[config.mk]
export PLATFORM = sky130hd
export DESIGN_NAME = spi_rx_flags
export DESIGN_NICKNAME = d
export VERILOG_FILES = /design/src/rtl/spi_rx_pkg.sv /design/src/rtl/spi_rx_ctrl.sv /design/src/rtl/spi_rx_dp.sv /design/src/rtl/spi_rx_flags.sv
export SDC_FILE = /design/constraint.sdc
export NUM_CORES = 1
export LEC_CHECK = 0
export ABC_AREA = 1
export ABC_CLOCK_PERIOD_IN_PS = 2400
export CAP_MARGIN = 30
export CORE_ASPECT_RATIO = 1.2
export CORE_MARGIN = 4
export CORE_UTILIZATION = 49
export CTS_BUF_LIST = sky130_fd_sc_hd__clkbuf_16
export CTS_CLUSTER_DIAMETER = 30
export DETAILED_ROUTE_END_ITERATION = 8
export MAX_ROUTING_LAYER = met4
export PLACE_DENSITY = 0.83
export SLEW_MARGIN = 20
export SYNTH_ARGS = -nofsm -noshare
export SYNTH_HDL_FRONTEND = slang
export SYNTH_SLANG_ARGS = --single-unit
[constraint.sdc]
create_clock -name clk -period 2.4 [get_ports clk]
set_clock_uncertainty 0.05 [all_clocks]
set_input_delay 0.48 -clock clk [delete_from_list [all_inputs] [get_ports clk]]
set_output_delay 0.48 -clock clk [all_outputs]
set_load 0.05 [all_outputs]
[src/rtl/spi_rx_pkg.sv]
package spi_rx_pkg;

  // control register bit positions
  localparam int CTRL_RX_IE    = 0;
  localparam int CTRL_ERR_IE   = 1;
  localparam int CTRL_FAULT_EN = 2;

  // status register bit positions
  localparam int STAT_RX_FULL  = 0;
  localparam int STAT_OVERRUN  = 1;
  localparam int STAT_FAULT    = 2;

  // strobes from control to datapath
  typedef struct packed {
    logic loadData;
    logic setRx;
    logic clrRx;
    logic setOvr;
    logic clrOvr;
    logic setFault;
    logic clrFault;
    logic wrCtrl;
  } rxStrobe_t;

  // flag state returned from datapath to control
  typedef struct packed {
    logic rxFull;
    logic overrun;
    logic fault;
    logic faultEn;
  } rxFlags_t;

endpackage

[src/rtl/spi_rx_ctrl.sv]
module spi_rx_ctrl
  import spi_rx_pkg::*;
#(
  parameter int ADDR_W    = 2,
  parameter int CTRL_ADDR = 0,
  parameter int STAT_ADDR = 1,
  parameter int DATA_ADDR = 2
) (
  input  logic              clk,
  input  logic              rstN,
  input  logic              busSel,
  input  logic              busWr,
  input  logic [ADDR_W-1:0] busAddr,
  input  logic              byteDone,
  input  logic              modeFaultIn,
  input  rxFlags_t          flags,
  output rxStrobe_t         strobe
);

  localparam logic [ADDR_W-1:0] A_CTRL = ADDR_W'(CTRL_ADDR);
  localparam logic [ADDR_W-1:0] A_STAT = ADDR_W'(STAT_ADDR);
  localparam logic [ADDR_W-1:0] A_DATA = ADDR_W'(DATA_ADDR);

  logic statRd;
  logic dataRd;
  logic ctrlWr;

  // armed two-step clears
  logic armRx;
  logic armOvr;
  logic armFault;

  always_comb begin
    statRd = busSel && !busWr && (busAddr == A_STAT);
    dataRd = busSel && !busWr && (busAddr == A_DATA);
    ctrlWr = busSel &&  busWr && (busAddr == A_CTRL);
  end

  // arming: set by a status read that sees the flag, consumed by the second step
  always_ff @(posedge clk or negedge rstN) begin
    if (!rstN) begin
      armRx    <= 1'b0;
      armOvr   <= 1'b0;
      armFault <= 1'b0;
    end else begin
      if (dataRd)
        armRx <= 1'b0;
      else if (statRd && flags.rxFull)
        armRx <= 1'b1;

      if (dataRd)
        armOvr <= 1'b0;
      else if (statRd && flags.overrun)
        armOvr <= 1'b1;

      if (ctrlWr)
        armFault <= 1'b0;
      else if (statRd && flags.fault)
        armFault <= 1'b1;
    end
  end

  // strobe generation
  always_comb begin
    strobe          = '0;
    strobe.loadData = byteDone && !flags.rxFull && !flags.overrun;
    strobe.setRx    = byteDone && !flags.rxFull && !flags.overrun;
    strobe.setOvr   = byteDone &&  flags.rxFull && !flags.overrun;
    strobe.clrRx    = dataRd && armRx;
    strobe.clrOvr   = dataRd && armOvr;
    strobe.setFault = modeFaultIn && flags.faultEn;
    strobe.clrFault = ctrlWr && armFault;
    strobe.wrCtrl   = ctrlWr;
  end

  // receiver full only falls right after a data read
  p_rx_clear_by_read_r4 : assert property (@(posedge clk) disable iff (!rstN)
    $fell(flags.rxFull) |-> $past(busSel && !busWr && busAddr == A_DATA));

  // overrun only falls right after a data read
  p_ovr_clear_by_read_r7 : assert property (@(posedge clk) disable iff (!rstN)
    $fell(flags.overrun) |-> $past(busSel && !busWr && busAddr == A_DATA));

  // mode fault only falls right after a control write
  p_fault_clear_by_write_r11 : assert property (@(posedge clk) disable iff (!rstN)
    $fell(flags.fault) |-> $past(busSel && busWr && busAddr == A_CTRL));

endmodule

[src/rtl/spi_rx_dp.sv]
module spi_rx_dp
  import spi_rx_pkg::*;
#(
  parameter int DATA_W    = 8,
  parameter int ADDR_W    = 2,
  parameter int CTRL_ADDR = 0,
  parameter int STAT_ADDR = 1,
  parameter int DATA_ADDR = 2
) (
  input  logic              clk,
  input  logic              rstN,
  input  rxStrobe_t         strobe,
  input  logic [DATA_W-1:0] byteIn,
  input  logic [DATA_W-1:0] wdata,
  input  logic [ADDR_W-1:0] rdAddr,
  output rxFlags_t          flags,
  output logic [DATA_W-1:0] rdata,
  output logic              irq
);

  localparam logic [ADDR_W-1:0] A_CTRL = ADDR_W'(CTRL_ADDR);
  localparam logic [ADDR_W-1:0] A_STAT = ADDR_W'(STAT_ADDR);
  localparam logic [ADDR_W-1:0] A_DATA = ADDR_W'(DATA_ADDR);

  logic [DATA_W-1:0] ctrlReg;
  logic [DATA_W-1:0] dataReg;
  logic [DATA_W-1:0] statusWord;
  logic              rxFull;
  logic              overrun;
  logic              fault;

  always_ff @(posedge clk or negedge rstN) begin
    if (!rstN) begin
      ctrlReg <= '0;
      dataReg <= '0;
    end else begin
      if (strobe.wrCtrl)   ctrlReg <= wdata;
      if (strobe.loadData) dataReg <= byteIn;
    end
  end

  always_ff @(posedge clk or negedge rstN) begin
    if (!rstN) begin
      rxFull  <= 1'b0;
      overrun <= 1'b0;
      fault   <= 1'b0;
    end else begin
      if (strobe.setRx)         rxFull  <= 1'b1;
      else if (strobe.clrRx)    rxFull  <= 1'b0;

      if (strobe.setOvr)        overrun <= 1'b1;
      else if (strobe.clrOvr)   overrun <= 1'b0;

      if (strobe.setFault)      fault   <= 1'b1;
      else if (strobe.clrFault) fault   <= 1'b0;
    end
  end

  always_comb begin
    flags.rxFull  = rxFull;
    flags.overrun = overrun;
    flags.fault   = fault;
    flags.faultEn = ctrlReg[CTRL_FAULT_EN];
  end

  always_comb begin
    statusWord               = '0;
    statusWord[STAT_RX_FULL] = rxFull;
    statusWord[STAT_OVERRUN] = overrun;
    statusWord[STAT_FAULT]   = fault;
  end

  always_comb begin
    unique case (rdAddr)
      A_CTRL:  rdata = ctrlReg;
      A_STAT:  rdata = statusWord;
      A_DATA:  rdata = dataReg;
      default: rdata = '0;
    endcase
  end

  always_comb begin
    irq = (ctrlReg[CTRL_RX_IE] && rxFull)
       || (ctrlReg[CTRL_ERR_IE] && (overrun || fault));
  end

  // overrun holds unless the control issues its armed clear
  p_ovr_sticky_r5 : assert property (@(posedge clk) disable iff (!rstN)
    (overrun && !strobe.clrOvr) |=> overrun);

  // with overrun set the stored byte never changes
  p_data_kept_r6 : assert property (@(posedge clk) disable iff (!rstN)
    overrun |=> $stable(dataReg));

  // fault cannot rise while its enable is off
  p_no_fault_r10 : assert property (@(posedge clk) disable iff (!rstN)
    (!ctrlReg[CTRL_FAULT_EN] && !fault) |=> !fault);

  // an overrun event leaves the stored byte untouched
  p_overrun_keeps_r3 : assert property (@(posedge clk) disable iff (!rstN)
    strobe.setOvr |=> $stable(dataReg) && overrun);

endmodule

[src/rtl/spi_rx_flags.sv]
module spi_rx_flags
  import spi_rx_pkg::*;
#(
  parameter int DATA_W    = 8,
  parameter int ADDR_W    = 2,
  parameter int CTRL_ADDR = 0,
  parameter int STAT_ADDR = 1,
  parameter int DATA_ADDR = 2
) (
  input  logic              clk,
  input  logic              rstN,
  input  logic              busSel,
  input  logic              busWr,
  input  logic [ADDR_W-1:0] busAddr,
  input  logic [DATA_W-1:0] busWdata,
  output logic [DATA_W-1:0] busRdata,
  input  logic              byteDone,
  input  logic [DATA_W-1:0] byteIn,
  input  logic              modeFaultIn,
  output logic              irq
);

  rxStrobe_t strobe;
  rxFlags_t  flags;

  spi_rx_ctrl #(
    .ADDR_W(ADDR_W), .CTRL_ADDR(CTRL_ADDR),
    .STAT_ADDR(STAT_ADDR), .DATA_ADDR(DATA_ADDR)
  ) i_ctrl (
    .clk(clk), .rstN(rstN),
    .busSel(busSel), .busWr(busWr), .busAddr(busAddr),
    .byteDone(byteDone), .modeFaultIn(modeFaultIn),
    .flags(flags), .strobe(strobe)
  );

  spi_rx_dp #(
    .DATA_W(DATA_W), .ADDR_W(ADDR_W), .CTRL_ADDR(CTRL_ADDR),
    .STAT_ADDR(STAT_ADDR), .DATA_ADDR(DATA_ADDR)
  ) i_dp (
    .clk(clk), .rstN(rstN),
    .strobe(strobe), .byteIn(byteIn), .wdata(busWdata),
    .rdAddr(busAddr), .flags(flags), .rdata(busRdata), .irq(irq)
  );

  // an accepted byte raises receiver full next cycle
  p_accept_r2 : assert property (@(posedge clk) disable iff (!rstN)
    (byteDone && !flags.rxFull && !flags.overrun) |=> flags.rxFull);

  // a byte on a full receiver raises overrun
  p_overflow_r3 : assert property (@(posedge clk) disable iff (!rstN)
    (byteDone && flags.rxFull && !flags.overrun) |=> flags.overrun);

  // with overrun set a byte never raises receiver full
  p_no_rx_on_ovr_r6 : assert property (@(posedge clk) disable iff (!rstN)
    (byteDone && flags.overrun && !flags.rxFull) |=> !flags.rxFull);

endmodule

==> run metrics <==
Worst slew margin=0.6614; post-synthesis simple-gate area fraction=0.2857; Worst Path Arrival=1.83 ns; max-cap viol count=0; Static Leak=0.8283 nW; RSZ-0062 raised after global routing=false; Synth Area in XOR/XNOR=0; Worst-Margin Slew=0.5063 ns; Internal=0.001064 W; starting density of the core=0.5157; CP max stage delay=roughly 0.6 ns; Routed Antenna Nets=0; deepest clock path buffer count=2; Crit Path Category=in2out; WP buf/inv=2; PD cells=953.4 nW/µm²; Peak supply drop=between 0.6 and 0.7 mV; syn nets=150; placed cell area=1503 µm²; all-layer global routing usage=0.2047; top post-synthesis cells by area=dfrtp_1 (52%), nand2_1 (20%), inv_1 (5.3%); Vias/cell=4.949; status=completed; CP startpoint kind=primary input; Worst path slowest cell=clkdlybuf4s50_1; Port Buffers=32; compound-gate portion of the synthesized area=0.1241; Initial DRC Count=26; site row count=18; Worst Path Max Fanout=4; clock power share=0.292; register area share after synthesis=0.5152; Syn-to-layout area delta=53.98%; FMAX=424.0 MHz; Final Cycle Share=0.9827; Ant. Diodes=0; nets=192; Die W=between 50 and 60 µm; area leader, netlist=dfrtp_1; Comb pwr share=0.341; I/O pins=33; Worst-Skew Late Latency=0.25 ns; Hold Buf Count CTS=0; Top delay family on crit path=buffers and inverters; Clock Pin Slew Worst Setup and Hold Paths=0.05 ns; area of the die=2995 µm²; Mapped Area=1069 µm²; hpwl dp=1.867 mm; Hold WC Path Type=reg2reg; H-tree depth=1; largest net degree at the start of global routing=23; total CTS buffers=3; first-pass GRT wire length=4.478 mm; Max Slew Vio Count=0; via count=~980; final hold vios=0; dpl ws=0.08589 ns; synth warn=0; initial antenna violation count=0; Seq pwr share=0.367; register bit count reported by yosys=22; wire per inst=13.83 µm; CTS tree=built; number of global-route vias before repair=991; aggregate global routing overflow=0; post-synthesis mux area share=0; critical path capture point type=primary output; Synth top area share=0.5152; clk root buf=clkbuf_16; Pre-antenna DRT Iters=4; Sinks on Clock Net=22; Final WS setup=~0.041 ns; Unique masters post-synth=17; DRT Wirelength=2.724 mm; Fin Setup TNS=0 ns; layout cells sized above 1=0.1976; Req. time, crit path=1.87 ns; Adder-Cell Fraction of Synth Area=0; main combinational cell family by area after synthesis=simple AND/OR/NAND/NOR gates; final setup fails=0; minimum clock period=2.359 ns; crit-path cells=clkdlybuf4s50_1 -> nand2_1 -> o211ai_1 -> buf_12; core area=2072 µm²; Chip Height=about 59 µm; cell count after synthesis=between 100 and 150; DRC=0; post-route cell area=around 1600 µm²; Sw Ratio=0.3214; Psw=about 0.00050 W; Avg Inst Size Synth=about 8.5 µm²; Final Wtd Congestion=a little under 0.8
[layer usage]
| layer | track usage | vias up | share of wire |
|---|---|---|---|
| met2 | 0.3582 | 37 | 0.53 |
| met4 | 0.07692 | 0 | 0.0084 |
| met5 | - | - | 0 |
| li1 | - | 475 | - |
| met1 | 0.2377 | 461 | 0.41 |
| met3 | 0.03023 | 2 | 0.056 |
[what timing repair did]
action,CTS,global route
buffers inserted,0,5
gates resized for setup,0,0
endpoints found under the setup margin,0,2
[per-stage QoR]
stage / instances / power, W / hold WS, ns / utilization
finish: 197 / 0.001569 / 0.4320 / 0.7941
global route: 197 / 0.001652 / 0.4587 / 0.7941
CTS: 192 / 0.001571 / 0.4380 / 0.7760
detailed placement: 188 / 0.001097 / 0.4237 / 0.7252
global placement: 188 / 0.001078 / 0.4131 / 0.7252
floorplan: 126 / 0.0008551 / 0.1344 / -
[cells in the mapped netlist]
cell      count
nor2_1        2
o211ai_1      2
inv_6         1
o21ai_2       2
inv_2         1
nor3_2        1
nand2_4       2
o21ai_0       9
nand3_1       3
a21oi_1       1
nand2_1      56
inv_1        15
buf_6         1
dfrtp_1      22
a22o_2        5
nand3_4       1
nor2_4        2
[cells in the final DEF (no fill, tap or decap), drive strengths merged]
| cell type | count |
|---|---|
| a21oi | 1 |
| a22o | 5 |
| buf | 14 |
| bufinv | 1 |
| clkbuf | 3 |
| clkdlybuf4s50 | 24 |
| dfrtp | 22 |
| inv | 17 |
| nand2 | 58 |
| nand3 | 4 |
| nor2 | 4 |
| nor3 | 1 |
| o211ai | 2 |
| o21ai | 11 |
[sequential cells by signal (all words and copies together), names as in the netlist]
name	cells
i_ctrl.armRx	1
i_dp.fault	1
i_dp.dataReg	8
i_ctrl.armFault	1
i_ctrl.armOvr	1
i_dp.overrun	1
i_dp.rxFull	1
i_dp.ctrlReg	8
[worst register-to-register path, cell delays in order, from the launching register on]
cell and delay, ns:
dfrtp_1 0.42, inv_1 0.16, nand3_4 0.19, nand2_1 0.11, o21ai_0 0.08
[final cells by class]
type	instances	area, µm²
well taps	30	37.54
repair buffers	38	445.4
clock buffers	3	75.07
inverters	17	68.82
flip-flops and latches	22	550.5
clock inverters	1	30.03
fillers	143	426.7
multi-input cells	86	437.9
[worst paths after layout]
kind	start	end	slack (ns)	depth (start not counted)
setup / recovery	busAddr[0]	busRdata[1]	0.04	4
hold / removal	i_dp.dataReg[0]$_DFFE_PN0P_	i_dp.dataReg[0]$_DFFE_PN0P_	0.43	2
setup reg to reg	i_dp.overrun$_DFFE_PN0P_	i_dp.dataReg[5]$_DFFE_PN0P_	1.29	4
hold reg to reg	i_dp.dataReg[0]$_DFFE_PN0P_	i_dp.dataReg[0]$_DFFE_PN0P_	0.43	2
max in group asynchronous	rstN	i_dp.ctrlReg[0]$_DFFE_PN0N_	1.55	2
min in group asynchronous	rstN	i_dp.dataReg[3]$_DFFE_PN0P_	0.52	2
[cell families (layout without fill, tap and decap cells)]
| kind of cell | count (synthesis) | count (layout) |
|---|---|---|
| compound gates | 19 | 19 |
| flops | 22 | 22 |
| simple gates | 67 | 67 |
| buf+inv | 18 | 59 |
[power by group through the flow]
| stage | combinational [W] | clock [W] | sequential (W) |
|---|---|---|---|
| after floorplan | 0.000302 | 0 | 0.000553 |
| after global placement | 0.000507 | 0 | 0.000571 |
| after detailed placement | 0.000522 | 0 | 0.000575 |
| after CTS | 0.000531 | 0.000468 | 0.000572 |
| after global routing | 0.000577 | 0.000485 | 0.000590 |
| final | 0.000534 | 0.000459 | 0.000576 |
Power figures use the tool's default switching activity.
